`src/rtl/dds_edge_pkg.sv`:
```
package dds_edge_pkg;

   typedef enum logic [1:0] {
      EDGE_NONE = 2'd0,
      EDGE_RISE = 2'd1,
      EDGE_FALL = 2'd2
   } edge_kind_e;

   // Magnitude of the half-wave sample at position m of 2^(ph_w-1) half-cycle
   // steps, sampled at half-step offsets so both quarters mirror exactly.
   // Rational approximation: 16u/(5 - 4u), u = t(1-t), t in (0,1).
   function automatic longint sine_mag(input int m, input int ph_w, input int maxv);
      longint n;
      longint a;
      longint p;
      n = longint'(1) <<< ph_w;
      a = 2 * longint'(m) + 1;
      p = a * (n - a);
      return (longint'(maxv) * 16 * p) / (5 * n * n - 4 * p);
   endfunction

   // Triangular symmetric coefficient for tap i of an ntap filter.
   function automatic int fir_coef(input int i, input int ntap);
      return ((i + 1) < (ntap - i)) ? (i + 1) : (ntap - i);
   endfunction

   function automatic int fir_gain(input int ntap);
      int s;
      s = 0;
      for (int i = 0; i < ntap; i++) s += fir_coef(i, ntap);
      return s;
   endfunction

endpackage

```
`src/rtl/dds_nco.sv`:
```
module dds_nco #(
   parameter int ACC_W       = 32,
   parameter int PH_W        = 10,
   parameter int AMP_W       = 12,
   parameter bit QUARTER_ROM = 1'b1
) (
   input  logic                    clk,
   input  logic                    rst,
   input  logic [ACC_W-1:0]        freq_word,
   output logic signed [AMP_W-1:0] sine_o
);
   import dds_edge_pkg::*;

   localparam int QW   = PH_W - 2;
   localparam int QN   = 1 << QW;
   localparam int HN   = 1 << (PH_W - 1);
   localparam int FN   = 1 << PH_W;
   localparam int MAXV = (1 << (AMP_W - 1)) - 1;

   logic [ACC_W-1:0] acc_q;
   logic [PH_W-1:0]  phase;

   always_ff @(posedge clk) begin
      if (rst) acc_q <= '0;
      else     acc_q <= acc_q + freq_word;
   end

   assign phase = acc_q[ACC_W-1 -: PH_W];

   generate
      if (QUARTER_ROM) begin : g_quarter
         logic [AMP_W-2:0] qrom [QN];
         logic [QW-1:0]    qidx;
         logic [AMP_W-2:0] mag;

         for (genvar k = 0; k < QN; k++) begin : g_ent
            assign qrom[k] = (AMP_W-1)'(sine_mag(k, PH_W, MAXV));
         end

         always_comb begin
            qidx = phase[PH_W-2] ? ~phase[QW-1:0] : phase[QW-1:0];
            mag  = qrom[qidx];
         end

         always_ff @(posedge clk) begin
            if (rst)                sine_o <= '0;
            else if (phase[PH_W-1]) sine_o <= -$signed({1'b0, mag});
            else                    sine_o <= $signed({1'b0, mag});
         end
      end else begin : g_full
         logic signed [AMP_W-1:0] ftab [FN];

         for (genvar j = 0; j < FN; j++) begin : g_ent
            if (j < HN) begin : g_pos
               assign ftab[j] = AMP_W'(sine_mag(j, PH_W, MAXV));
            end else begin : g_neg
               assign ftab[j] = AMP_W'(-sine_mag(j - HN, PH_W, MAXV));
            end
         end

         always_ff @(posedge clk) begin
            if (rst) sine_o <= '0;
            else     sine_o <= ftab[phase];
         end
      end
   endgenerate

endmodule

```
`src/rtl/dds_fir_lp.sv`:
```
module dds_fir_lp #(
   parameter int AMP_W = 12,
   parameter int NTAP  = 15,
   parameter bit FOLD  = 1'b1
) (
   input  logic                    clk,
   input  logic                    rst,
   input  logic signed [AMP_W-1:0] x_i,
   output logic signed [AMP_W-1:0] y_o
);
   import dds_edge_pkg::*;

   localparam int HALF  = NTAP / 2;
   localparam int GAIN  = fir_gain(NTAP);
   localparam int SH    = $clog2(GAIN);
   localparam int SUM_W = AMP_W + SH + 1;
   localparam int MAXV  = (1 << (AMP_W - 1)) - 1;
   localparam logic signed [SUM_W-1:0] LIM = SUM_W'(MAXV);

   logic signed [AMP_W-1:0] tap_q [NTAP];
   logic signed [SUM_W-1:0] sum_c;
   logic signed [SUM_W-1:0] sum_q;
   logic signed [SUM_W-1:0] scaled;

   always_ff @(posedge clk) begin
      if (rst) begin
         for (int i = 0; i < NTAP; i++) tap_q[i] <= '0;
      end else begin
         tap_q[0] <= x_i;
         for (int i = 1; i < NTAP; i++) tap_q[i] <= tap_q[i-1];
      end
   end

   generate
      if (FOLD) begin : g_fold
         logic signed [AMP_W:0]   pair [HALF];
         logic signed [SUM_W-1:0] term [HALF+1];

         for (genvar i = 0; i < HALF; i++) begin : g_pair
            localparam logic signed [SUM_W-1:0] CI = SUM_W'(fir_coef(i, NTAP));
            assign pair[i] = {tap_q[i][AMP_W-1], tap_q[i]}
                           + {tap_q[NTAP-1-i][AMP_W-1], tap_q[NTAP-1-i]};
            assign term[i] = SUM_W'(pair[i]) * CI;
         end

         localparam logic signed [SUM_W-1:0] CC = SUM_W'(fir_coef(HALF, NTAP));
         assign term[HALF] = SUM_W'(tap_q[HALF]) * CC;

         always_comb begin
            sum_c = '0;
            for (int i = 0; i <= HALF; i++) sum_c = sum_c + term[i];
         end
      end else begin : g_direct
         logic signed [SUM_W-1:0] term [NTAP];

         for (genvar i = 0; i < NTAP; i++) begin : g_tap
            localparam logic signed [SUM_W-1:0] CI = SUM_W'(fir_coef(i, NTAP));
            assign term[i] = SUM_W'(tap_q[i]) * CI;
         end

         always_comb begin
            sum_c = '0;
            for (int i = 0; i < NTAP; i++) sum_c = sum_c + term[i];
         end
      end
   endgenerate

   assign scaled = sum_q >>> SH;

   always_ff @(posedge clk) begin
      if (rst) begin
         sum_q <= '0;
         y_o   <= '0;
      end else begin
         sum_q <= sum_c;
         if (scaled > LIM)       y_o <= AMP_W'(LIM);
         else if (scaled < -LIM) y_o <= AMP_W'(-LIM);
         else                    y_o <= AMP_W'(scaled);
      end
   end

endmodule

```
`src/rtl/dds_zc_detect.sv`:
```
module dds_zc_detect #(
   parameter int AMP_W = 12
) (
   input  logic                    clk,
   input  logic                    rst,
   input  logic signed [AMP_W-1:0] smp_i,
   output logic                    rise_o,
   output logic                    fall_o,
   output logic                    late_o,
   output logic                    sq_o
);
   import dds_edge_pkg::*;

   logic signed [AMP_W-1:0] prev_q;
   logic signed [AMP_W:0]   a_ext, b_ext;
   logic [AMP_W:0]          mag_a, mag_b;
   edge_kind_e              kind_c;
   logic                    late_c;

   always_comb begin
      a_ext = {prev_q[AMP_W-1], prev_q};
      b_ext = {smp_i[AMP_W-1], smp_i};
      mag_a = prev_q[AMP_W-1] ? unsigned'(-a_ext) : unsigned'(a_ext);
      mag_b = smp_i[AMP_W-1]  ? unsigned'(-b_ext) : unsigned'(b_ext);
      late_c = mag_a > mag_b;
      if (prev_q[AMP_W-1] && !smp_i[AMP_W-1])      kind_c = EDGE_RISE;
      else if (!prev_q[AMP_W-1] && smp_i[AMP_W-1]) kind_c = EDGE_FALL;
      else                                         kind_c = EDGE_NONE;
   end

   always_ff @(posedge clk) begin
      if (rst) begin
         prev_q <= '0;
         rise_o <= 1'b0;
         fall_o <= 1'b0;
         late_o <= 1'b0;
         sq_o   <= 1'b0;
      end else begin
         prev_q <= smp_i;
         rise_o <= (kind_c == EDGE_RISE);
         fall_o <= (kind_c == EDGE_FALL);
         late_o <= (kind_c != EDGE_NONE) && late_c;
         if (kind_c == EDGE_RISE)      sq_o <= 1'b1;
         else if (kind_c == EDGE_FALL) sq_o <= 1'b0;
      end
   end

endmodule

```
`src/rtl/dds_trig_div.sv`:
```
module dds_trig_div #(
   parameter int DIV_W = 24
) (
   input  logic             clk,
   input  logic             rst,
   input  logic             tick_i,
   input  logic [DIV_W-1:0] div_n,
   output logic             trig_o
);
   logic [DIV_W-1:0] div_q;
   logic [DIV_W-1:0] cnt_q;
   logic             wrap_c;

   assign wrap_c = (div_n <= DIV_W'(1)) || (cnt_q == div_n - DIV_W'(1));

   always_ff @(posedge clk) begin
      if (rst) begin
         div_q  <= '0;
         cnt_q  <= '0;
         trig_o <= 1'b0;
      end else begin
         div_q  <= div_n;
         trig_o <= 1'b0;
         if (div_n != div_q) begin
            cnt_q <= '0;
         end else if (tick_i) begin
            if (wrap_c) begin
               cnt_q  <= '0;
               trig_o <= 1'b1;
            end else begin
               cnt_q <= cnt_q + DIV_W'(1);
            end
         end
      end
   end

endmodule

```
`src/rtl/dds_edge_gen.sv`:
```
module dds_edge_gen #(
   parameter int ACC_W       = 32,
   parameter int PH_W        = 10,
   parameter int AMP_W       = 12,
   parameter int NTAP        = 15,
   parameter int DIV_W       = 24,
   parameter bit QUARTER_ROM = 1'b1,
   parameter bit FIR_FOLD    = 1'b1
) (
   input  logic                    clk,
   input  logic                    rst,
   input  logic [ACC_W-1:0]        freq_word,
   input  logic [DIV_W-1:0]        div_n,
   output logic signed [AMP_W-1:0] sample_o,
   output logic                    rise_o,
   output logic                    fall_o,
   output logic                    late_half_o,
   output logic                    clk_o,
   output logic                    trig_o
);
   import dds_edge_pkg::*;

   localparam int GAIN = fir_gain(NTAP);
   localparam int SH   = $clog2(GAIN);

   generate
      if (PH_W < 4 || PH_W > 12) begin : g_bad_ph
         $error("PH_W must lie in 4..12");
      end
      if (ACC_W <= PH_W) begin : g_bad_acc
         $error("ACC_W must exceed PH_W");
      end
      if (AMP_W < 8 || AMP_W > 18) begin : g_bad_amp
         $error("AMP_W must lie in 8..18");
      end
      if (NTAP < 3 || (NTAP % 2) != 1) begin : g_bad_ntap
         $error("NTAP must be odd and at least 3");
      end
      if ((1 << SH) != GAIN) begin : g_bad_gain
         $error("filter gain must be a power of two");
      end
      if (DIV_W < 2) begin : g_bad_div
         $error("DIV_W must be at least 2");
      end
   endgenerate

   logic signed [AMP_W-1:0] sine_s;

   dds_nco #(
      .ACC_W(ACC_W), .PH_W(PH_W), .AMP_W(AMP_W), .QUARTER_ROM(QUARTER_ROM)
   ) nco_i (
      .clk(clk), .rst(rst), .freq_word(freq_word), .sine_o(sine_s)
   );

   dds_fir_lp #(
      .AMP_W(AMP_W), .NTAP(NTAP), .FOLD(FIR_FOLD)
   ) fir_i (
      .clk(clk), .rst(rst), .x_i(sine_s), .y_o(sample_o)
   );

   dds_zc_detect #(
      .AMP_W(AMP_W)
   ) zc_i (
      .clk(clk), .rst(rst), .smp_i(sample_o),
      .rise_o(rise_o), .fall_o(fall_o), .late_o(late_half_o), .sq_o(clk_o)
   );

   dds_trig_div #(
      .DIV_W(DIV_W)
   ) div_i (
      .clk(clk), .rst(rst), .tick_i(rise_o), .div_n(div_n), .trig_o(trig_o)
   );

endmodule

```
`config.mk`:
```
export PLATFORM = sky130hd
export DESIGN_NAME = dds_edge_gen
export DESIGN_NICKNAME = d
export VERILOG_FILES = /design/src/rtl/dds_edge_pkg.sv /design/src/rtl/dds_nco.sv /design/src/rtl/dds_fir_lp.sv /design/src/rtl/dds_zc_detect.sv /design/src/rtl/dds_trig_div.sv /design/src/rtl/dds_edge_gen.sv
export SDC_FILE = /design/constraint.sdc
export NUM_CORES = 1
export LEC_CHECK = 0
export BUFFER_PORTS_ARGS = -buffer_cell sky130_fd_sc_hd__buf_2
export CAP_MARGIN = 15
export CORE_UTILIZATION = 60
export DETAILED_ROUTE_END_ITERATION = 8
export PLACE_DENSITY = 0.83
export SLEW_MARGIN = 20
export SYNTH_ARGS = -nofsm -noshare
export SYNTH_HDL_FRONTEND = slang
export SYNTH_SLANG_ARGS = --single-unit
```
`constraint.sdc`:
```
create_clock -name clk -period 9.7 [get_ports clk]
set_input_delay 0 -clock clk [delete_from_list [all_inputs] [get_ports clk]]
set_output_delay 0 -clock clk [all_outputs]
set_load 0.02 [all_outputs]
```
* Word level (Yosys, flattened, before mapping)
Memories as Yosys holds them, arrays and structs flattened.
Cells that the tools add are included.
** Cells by class
- Reductions and logical operators :: 12
- Bitwise gates (word level) :: 19
- Eq/ne operators :: 4
- Mux-type cells :: 32
- Multiply operators :: 4
- $add $sub $neg :: 20
- Order comparisons :: 5
** Operators with widths (number)
- $mux 12 :: 16
- $add 12x12->13 :: 7
- $add 19x19->19 :: 4
- $mux 11 :: 4
- $add 19x15->19 :: 2
- $mul 13x4->17 const B :: 2
- $add 32x32->32 :: 1
- $mul 13x3->16 const B :: 2
- $mux 13 :: 2
- $neg 12->13 :: 2
- $add 24x1->24 const B :: 1
- $eq 24x24->1 :: 1
- $le 24x1->1 const B :: 1
- $mux 24 :: 1
- $ne 24x24->1 :: 1
- $sub 24x1->24 const B :: 1
- $add 13x14->15 :: 1
- $or 1x1->1 :: 15
- $gt 13x12->1 const B :: 1
- $gt 13x13->1 :: 1
- $lt 13x12->1 const B :: 1
- $neg 11->12 :: 1
- $ge 9x9->1 const B :: 1
- $not 8->9 :: 1
- other kinds (13) :: 26
** Word-level totals
- Output and inout port bits :: 17
- Memory bits (read-only) :: 2816
- Bits in registers :: 140
- Memories :: 2
- Memory bits (writable) :: 180
** Memories
- (name not given) :: words 256, bits a word 11, rd ports 1, clocked after memory_dff 0, write ports 0, RTL line dds_nco.sv:42 : mag = qrom[qidx];
- fir_i.tap_q :: words 15, bits a word 12, rd ports 15, clocked after memory_dff 0, write ports 15, RTL line dds_fir_lp.sv:20 : logic signed [AMP_W-1:0] tap_q [NTAP];

* Depth between registers and ports, before layout
Gate-level depths: netlist of run 1.
An unclocked memory read counts as a cell.
- Depth in word-level cells :: 9
- Mapped depth :: 35

* Modules after synthesis
From an unflattened synthesis of run 1, not the netlist that was laid out.
** Unflattened totals
- Cell total of the unflattened synthesis :: 3051
- Area total of the unflattened synthesis :: 26630.5 um2
** Modules (own cells, without submodules)
- dds_fir_lp :: times used 1, cells each 1428, area an instance 14387.5 um2
- dds_nco :: times used 1, cells each 1144, area an instance 8106.5 um2
- dds_trig_div :: times used 1, cells each 347, area an instance 2961.6 um2
- dds_zc_detect :: times used 1, cells each 132, area an instance 1174.9 um2

* Least setup slack after synthesis of run 1
Ideal clock, no wire load.
- Kind :: reg2reg
- Start :: memory fir_i.tap_q[6][0] (netlist: fir_i.tap_q[0][72])
- End :: register fir_i.sum_q[18]
- Data arrival time :: 7.691 ns
- Slack :: 1.881 ns
- Required time :: 9.572 ns
- Stages on the path, launching flop included :: 33
- Path buffers :: 0
- Period minus slack after synthesis :: 7.819 ns
- Cells stage by stage :: dfxtp_1 > ha_1 > inv_1 > fa_1 > nor2b_1 > o21ai_0 > a21boi_0 > o21ai_0 > a211oi_1 > inv_1 > ha_1 > inv_1 > fa_1 > inv_1 > ha_1 > and3_1 > o311a_1 > nor2_1 > a211oi_1 > xnor2_1 > fa_1 > fa_1 > fa_1 > inv_1 > fa_1 > inv_1 > ha_1 > and3_1 > a21oi_1 > o211ai_1 > o31ai_1 > xnor2_1 > nor2_1
** RTL lines
- start: declaration :: RTL line dds_fir_lp.sv:20
- end signal: assignment :: RTL line dds_fir_lp.sv:75 : sum_q <= sum_c;
- end: declaration :: RTL line dds_fir_lp.sv:22 : logic signed [SUM_W-1:0] sum_q;

==> impl_metrics.py, run 1 <==
metrics = {
    "yosys": {
        "yosysUniqueCellTypes": 95,
        "ys_top_cells_by_area": "dfxtp_1, ha_1, fa_1, nor2b_1, xnor2_1",
        "ys_seq_area_share_pct": 24.2,
        "synthFlopType": "dfxtp_1",
        "synth.avg_cell_area_sq_um": 8.43,
        "synthAdderAreaFrac_pct": 21.5,
        "synth.net_count": 3523,
        "synth_top_family_by_area": "adder cells",
        "synth.yosys.warnings": 0,
        "synth_xor_area_share_pct": 9.17,
        "synth_compound_area_share_pct": 17.6,
        "syn-instance-count": 3087,
        "synth-simple-area-share_pct": 19.3,
        "yosys.area.top_type": "dfxtp_1",
        "yosys.area.top_type_share_pct": 24.2,
        "ys_async_sr_fraction_pct": 0,
        "syn_area_sq_um": 26000,
        "synth_mux_area_share_pct": 1.63,
        "synth-seq-cells": 314,
        "synth_edf_count": 0,
    },
    "grt": {
        "antenna_found_initial": 1,
        "grt_overflow": 0,
        "grt_max_degree": 127,
        "grt_pass1_vias": 22782,
        "grt_use_total_pct": 34.5,
        "grt_pass1_wl_um": 121000,
    },
    "cells_and_area": {
        "drive_gt1_share_pct": 6.67,
        "final_area_sq_um": 28600,
        "final_util_pct": 67.6,
        "fin_nets": 3570,
        "area_delta_synth_final_pct": 9.97,
        "fin_cells": 3740,
    },
    "sta": {
        "fin_crit_ns": 8.99,
        "final_hold_viol_count": 0,
        "drv_slew": 0,
        "relSlewSlack_pct": 25.6,
        "tightest_slew_ns": 1.11,
        "period_share_pct": 92.7,
        "clock_skew_ns": 0.0139,
        "rsz0062_at_grt": "false",
        "clock.fmax_ghz": 0.111,
        "setup_viol": 0,
        "fin_tns_setup_ns": 0,
    },
    "placed_design": {
        "dp.cells": 3609,
        "dpl.hpwl_um": 56100,
        "placed_cell_area_sq_um": 26700,
        "place.gp.congestion": 0.993,
        "port_buffers": 74,
    },
    "floorplanning": {
        "start_util_pct": 61.5,
        "die_w_um": 210,
        "core_region_area_sq_um": 42300,
        "rows": 75,
        "die_height_um": 210,
        "die_area_sq_um": 44200,
        "ioPinCount": 75,
    },
    "routing": {
        "drt-total-wl_um": 76100,
        "drt-initial-drc-count": 2018,
        "wl_met1_um": 31500,
        "wl_per_cell_um": 20.4,
        "routed_via_density": 6.06,
        "first_pass_iters": 6,
        "top_layer": "met4",
        "dr_wl_met2_um": 35100,
        "vias": 22656,
        "route.detailed.drc": 0,
        "routed-wl-met3_um": 5010,
        "ant_nets": 0,
    },
    "clock_network": {
        "post_cts_buffers": 0,
        "clkTransAtPathRegs_ns": 0.06,
        "clock_path_buffers": 3,
        "clock_latency_ns": 0.56,
        "clock-root-buffer": "clkbuf_16",
        "cts_tree": "done",
        "cts_num_sinks": 314,
        "cts_made_buffers": 37,
        "h-tree-depth": 2,
    },
    "power": {
        "max-vdd-ir-drop_uv": 386,
        "p_leak_nw": 12.7,
        "power_mw": 8.01,
        "p_per_area_nw_per_um2": 280,
    },
    "worst_setup_path": {
        "cp_slowest_stage_delay_ns": 0.73,
        "crit_required_ns": 10.13,
        "start_kind": "register",
        "crit_type": "reg2reg",
        "critical_path_arrival_ns": 9.42,
        "end_kind": "register",
        "cp_max_fo": 6,
        "slowest_stage": "a21boi_0",
    },
    "job": {
        "drv_cap": 0,
    },
    "run_status": {
        "status": "finished clean",
    },
    "hold_path": {
        "hp-class": "in2reg",
    },
}
metal layers:
layer	up-vias	global-route usage, %
li1	10712	-
met1	10753	43.3
met2	931	56.3
met3	260	5.57
met4	0	19.8
met5	-	0
path summary, 6_finish.rpt:
path	start	endpoint	slack, ns	depth (start not counted)
worst max-delay path	fir_i.tap_q[0][72]$_SDFF_PP0_	fir_i.sum_q[18]$_SDFF_PP0_	0.71	32
worst min-delay path	freq_word[30]	nco_i.acc_q[31]$_SDFF_PP0_	0.009	6
worst max register to register	fir_i.tap_q[0][72]$_SDFF_PP0_	fir_i.sum_q[18]$_SDFF_PP0_	0.71	32
worst min register to register	nco_i.sine_o[4]$_SDFF_PP0_	fir_i.tap_q[0][4]$_SDFF_PP0_	0.44	1
worst max-delay path, delay by kind of cell (launching register included):
kind	cells	cell delay, ns
flip-flops	1	0.33
AO/OA/AOI/OAI	9	3.11
XOR/XNOR	2	0.36
buffers and inverters	6	0.35
adder cells (fa/ha/maj)	10	4.12
AND/OR/NAND/NOR	5	0.61
synthesized netlist by cell type (all sizes together) (19+ instances only):
master / n
dfxtp: 314
inv: 286
nor2: 268
ha: 262
nor2b: 241
xnor2: 172
o21ai: 156
a21oi: 153
nand2: 128
fa: 116
clkbuf: 99
xor2: 98
nor3: 60
nand3: 52
buf: 50
nand2b: 46
o21a: 44
a21o: 35
a211oi: 33
o211ai: 25
a31oi: 24
nand4: 24
nor4: 24
or3: 22
a21boi: 21
mux2i: 20
o31ai: 19
cells by family after synthesis:
family	after synthesis
and+or+nand+nor	963
other	2
buffers and inverters	438
xor gates and xnor gates	270
muxes	36
DFF	314
AOI/OAI and AO/OA	686
adders and majority gates	378
state kept, by name (all words and copies together), names as in the netlist, 12 cells and up:
| name | flops |
|---|---|
| fir_i.sum_q | 13 |
| div_i.div_q | 24 |
| fir_i.tap_q | 180 |
| nco_i.acc_q | 32 |
| fir_i.y_o | 12 |
| nco_i.sine_o | 12 |
| zc_i.prev_q | 12 |
| div_i.cnt_q | 24 |
final cells by class:
| type | instances | area (sq um) |
|---|---|---|
| diodes | 1 | 2.50 |
| inverters | 289 | 1080 |
| clock buffers | 47 | 1030 |
| well taps | 577 | 722 |
| multi-input cells | 2335 | 18000 |
| fillers | 3201 | 13700 |
| clock inverters | 20 | 307 |
| flip-flops and latches | 314 | 6290 |
| repair buffers | 157 | 1160 |
stage by stage:
step           hold WS, ns  worst slack (ns)
3_3_place_gp         0.317              1.09
6_report           0.00913             0.709
5_1_grt             0.0361           0.00833
4_1_cts            0.00522             0.739
3_5_place_dp         0.317             0.783
2_1_floorplan        0.128              1.88
cells in the final DEF (no fill, tap or decap), types with 60 or more instances in the layout:
cell,Yosys,routed
dfxtp_1,314,310
a21oi_1,153,153
dlygate4sd3_1,0,63
nor2b_1,241,241
ha_1,262,262
xor2_1,96,96
xnor2_1,171,170
buf_2,33,73
nor2_1,268,268
inv_1,284,284
fa_1,116,116
nor3_1,60,60
o21ai_0,153,153
nand2_1,128,128
power breakdown:
part	total (mW)	internal [mW]	switching (mW)
registers	1.61	1.44	0.175
logic	4.87	1.69	3.18
clock network	1.53	0.944	0.582
what timing repair did:
item | 4_1_cts | 5_1_grt
resized for setup | 0 | 0
setup endpoints to repair | 0 | 0
endpoints found under the hold margin | 89 | 0
hold buffers | 63 | 0
No activity file was read; power rests on OpenSTA's default activity.
==> inputs of run 2 (changes only) <==
clock period = 11.1 ns   (was 9.7 ns; I/O delays follow)
==> run 2 against run 1 <==
Compared with the run above:
- sequential power fell by 12%
- routed wire length rose by 0.29%
- highest routed layer unchanged
- clock power fell by 9%
==> impl_metrics.py, run 2 (synthesis results as in run 1) <==
metrics = {
    "power": {
        "power_frac_clock_pct": 19.7,
        "p_sw_mw": 3.43,
        "p_int_mw": 3.62,
        "p_leak_nw": 12.7,
        "p_per_area_nw_per_um2": 246,
        "max-vdd-ir-drop_uv": 462,
        "p_comb_share_pct": 60.2,
        "pwr-share-seq_pct": 20.2,
        "p_sw_share_pct": 48.7,
    },
    "cells_and_area": {
        "drive_gt1_share_pct": 6.68,
        "largest_registers": "fir_i.tap_q (180), nco_i.acc_q (32)",
        "nFillCells": 3229,
        "largest_register_ffs": 180,
        "mostFrequentLayoutCell": "dfxtp_1",
        "final_area_sq_um": 28600,
        "fin_nets": 3566,
        "layout_common_cells": "dfxtp_1, inv_1, nor2_1, ha_1, nor2b_1",
        "area_delta_synth_final_pct": 10.1,
        "regMostFlops": "fir_i.tap_q",
        "fin_cells": 3737,
    },
    "worst_setup_path": {
        "cp_slowest_stage_delay_ns": 0.66,
        "end_kind": "register",
        "crit_required_ns": 11.50,
        "slowest_stage": "a21boi_0",
        "cp_max_fo": 6,
        "start_kind": "register",
        "critical_path_arrival_ns": 9.45,
        "crit_type": "reg2reg",
    },
    "grt": {
        "grt_overflow": 0,
        "grt_use_total_pct": 34.5,
        "grt_pass1_vias": 22632,
        "antenna_found_initial": 2,
        "grt_pass1_wl_um": 121000,
        "grt_max_degree": 139,
    },
    "routing": {
        "vias": 22798,
        "drt-initial-drc-count": 2058,
        "first_pass_iters": 6,
        "ant_nets": 0,
        "route.detailed.drc": 0,
        "drt-total-wl_um": 76400,
        "routed_via_density": 6.10,
        "wl_per_cell_um": 20.4,
    },
    "clock_network": {
        "clock_latency_ns": 0.55,
        "clock-root-buffer": "clkbuf_16",
        "clock_path_buffers": 3,
        "cts_num_sinks": 314,
        "cts_tree": "done",
        "h-tree-depth": 2,
        "clkTransAtPathRegs_ns": 0.06,
        "cts_made_buffers": 37,
    },
    "sta": {
        "final_hold_viol_count": 0,
        "relSlewSlack_pct": 28.3,
        "clock.fmax_ghz": 0.110,
        "tightest_slew_ns": 1.07,
        "rsz0062_at_grt": "false",
        "period_share_pct": 81.6,
        "fin_crit_ns": 9.05,
        "setup_viol": 0,
        "fin_tns_setup_ns": 0,
        "drv_slew": 0,
        "clock_skew_ns": 0.0182,
        "worst_hold_slack_ns": 0.0256,
    },
    "job": {
        "drv_cap": 0,
    },
    "floorplanning": {
        "ioPinCount": 75,
        "start_util_pct": 61.5,
        "die_area_sq_um": 44200,
        "core_region_area_sq_um": 42300,
        "die_height_um": 210,
        "die_w_um": 210,
        "rows": 75,
    },
    "run_status": {
        "status": "finished clean",
    },
    "placed_design": {
        "dp.cells": 3607,
        "placed_cell_area_sq_um": 26600,
        "place.gp.congestion": 0.992,
        "port_buffers": 74,
        "dpl.hpwl_um": 55300,
    },
    "hold_path": {
        "hp-class": "in2reg",
    },
}
[run 2: final timing paths]
kind	startpoint	end	slack, ns	cells after the start
worst min register to register	nco_i.sine_o[5]$_SDFF_PP0_	fir_i.tap_q[0][5]$_SDFF_PP0_	0.43	1
worst max-delay path	fir_i.tap_q[0][72]$_SDFF_PP0_	fir_i.sum_q[18]$_SDFF_PP0_	2.05	32
worst min-delay path	freq_word[30]	nco_i.acc_q[31]$_SDFF_PP0_	0.03	6
worst max register to register	fir_i.tap_q[0][72]$_SDFF_PP0_	fir_i.sum_q[18]$_SDFF_PP0_	2.05	32
[run 2: metal layers]
| layer | track usage, % | part of all wire, % | wire length [um] |
|---|---|---|---|
| met1 | 43.5 | 41 | 31300 |
| met4 | 20.1 | 6.1 | 4690 |
| met2 | 56.7 | 46 | 35200 |
| met5 | 0 | 0 | 0 |
| met3 | 4.56 | 6.7 | 5150 |
[run 2: per-stage QoR]
stage	setup slack (ns)	total power, mW	util [%]
floorplan	3.28	4.27	-
global placement	2.48	5.43	62.9
detailed placement	2.10	5.46	62.9
CTS	2.06	6.92	67.7
global route	1.47	7.43	67.7
finish	2.05	7.05	67.7
[run 2: cell type report]
type                    count  area, sq um  share of cell area (%)
clock inverters            18          330                    1.15
diodes                      2         5.00                  0.0175
repair buffers            153         1130                    3.93
multi-input cells        2335        18000                    62.9
well taps                 577          722                    2.52
clock buffers              49         1060                    3.71
inverters                 289         1080                    3.79
flip-flops and latches    314         6290                    22.0
[run 2: what timing repair did]
item	in CTS	in global routing
endpoints found under the hold margin	67	0
buffers inserted	0	0
gates resized for setup	0	0
hold buffers	61	0
[run 2: worst max-delay path, delay by kind of cell, from the launching register on]
family                     cells  cell delay [ns]
DFF                            1             0.36
buffers and inverters          6             0.36
adders and majority gates     10             4.19
xor gates and xnor gates       2             0.39
and+or+nand+nor                5             0.61
AOI/OAI and AO/OA              9             3.02
[run 2: power by group through the flow]
stage	Clock (mW)	Sequential, mW	Combinational [mW]
5_1_grt	1.45	1.44	4.54
3_3_place_gp	0	1.44	3.99
6_report	1.39	1.42	4.24
3_5_place_dp	0	1.44	4.02
4_1_cts	1.41	1.42	4.09
2_1_floorplan	0	1.34	2.93
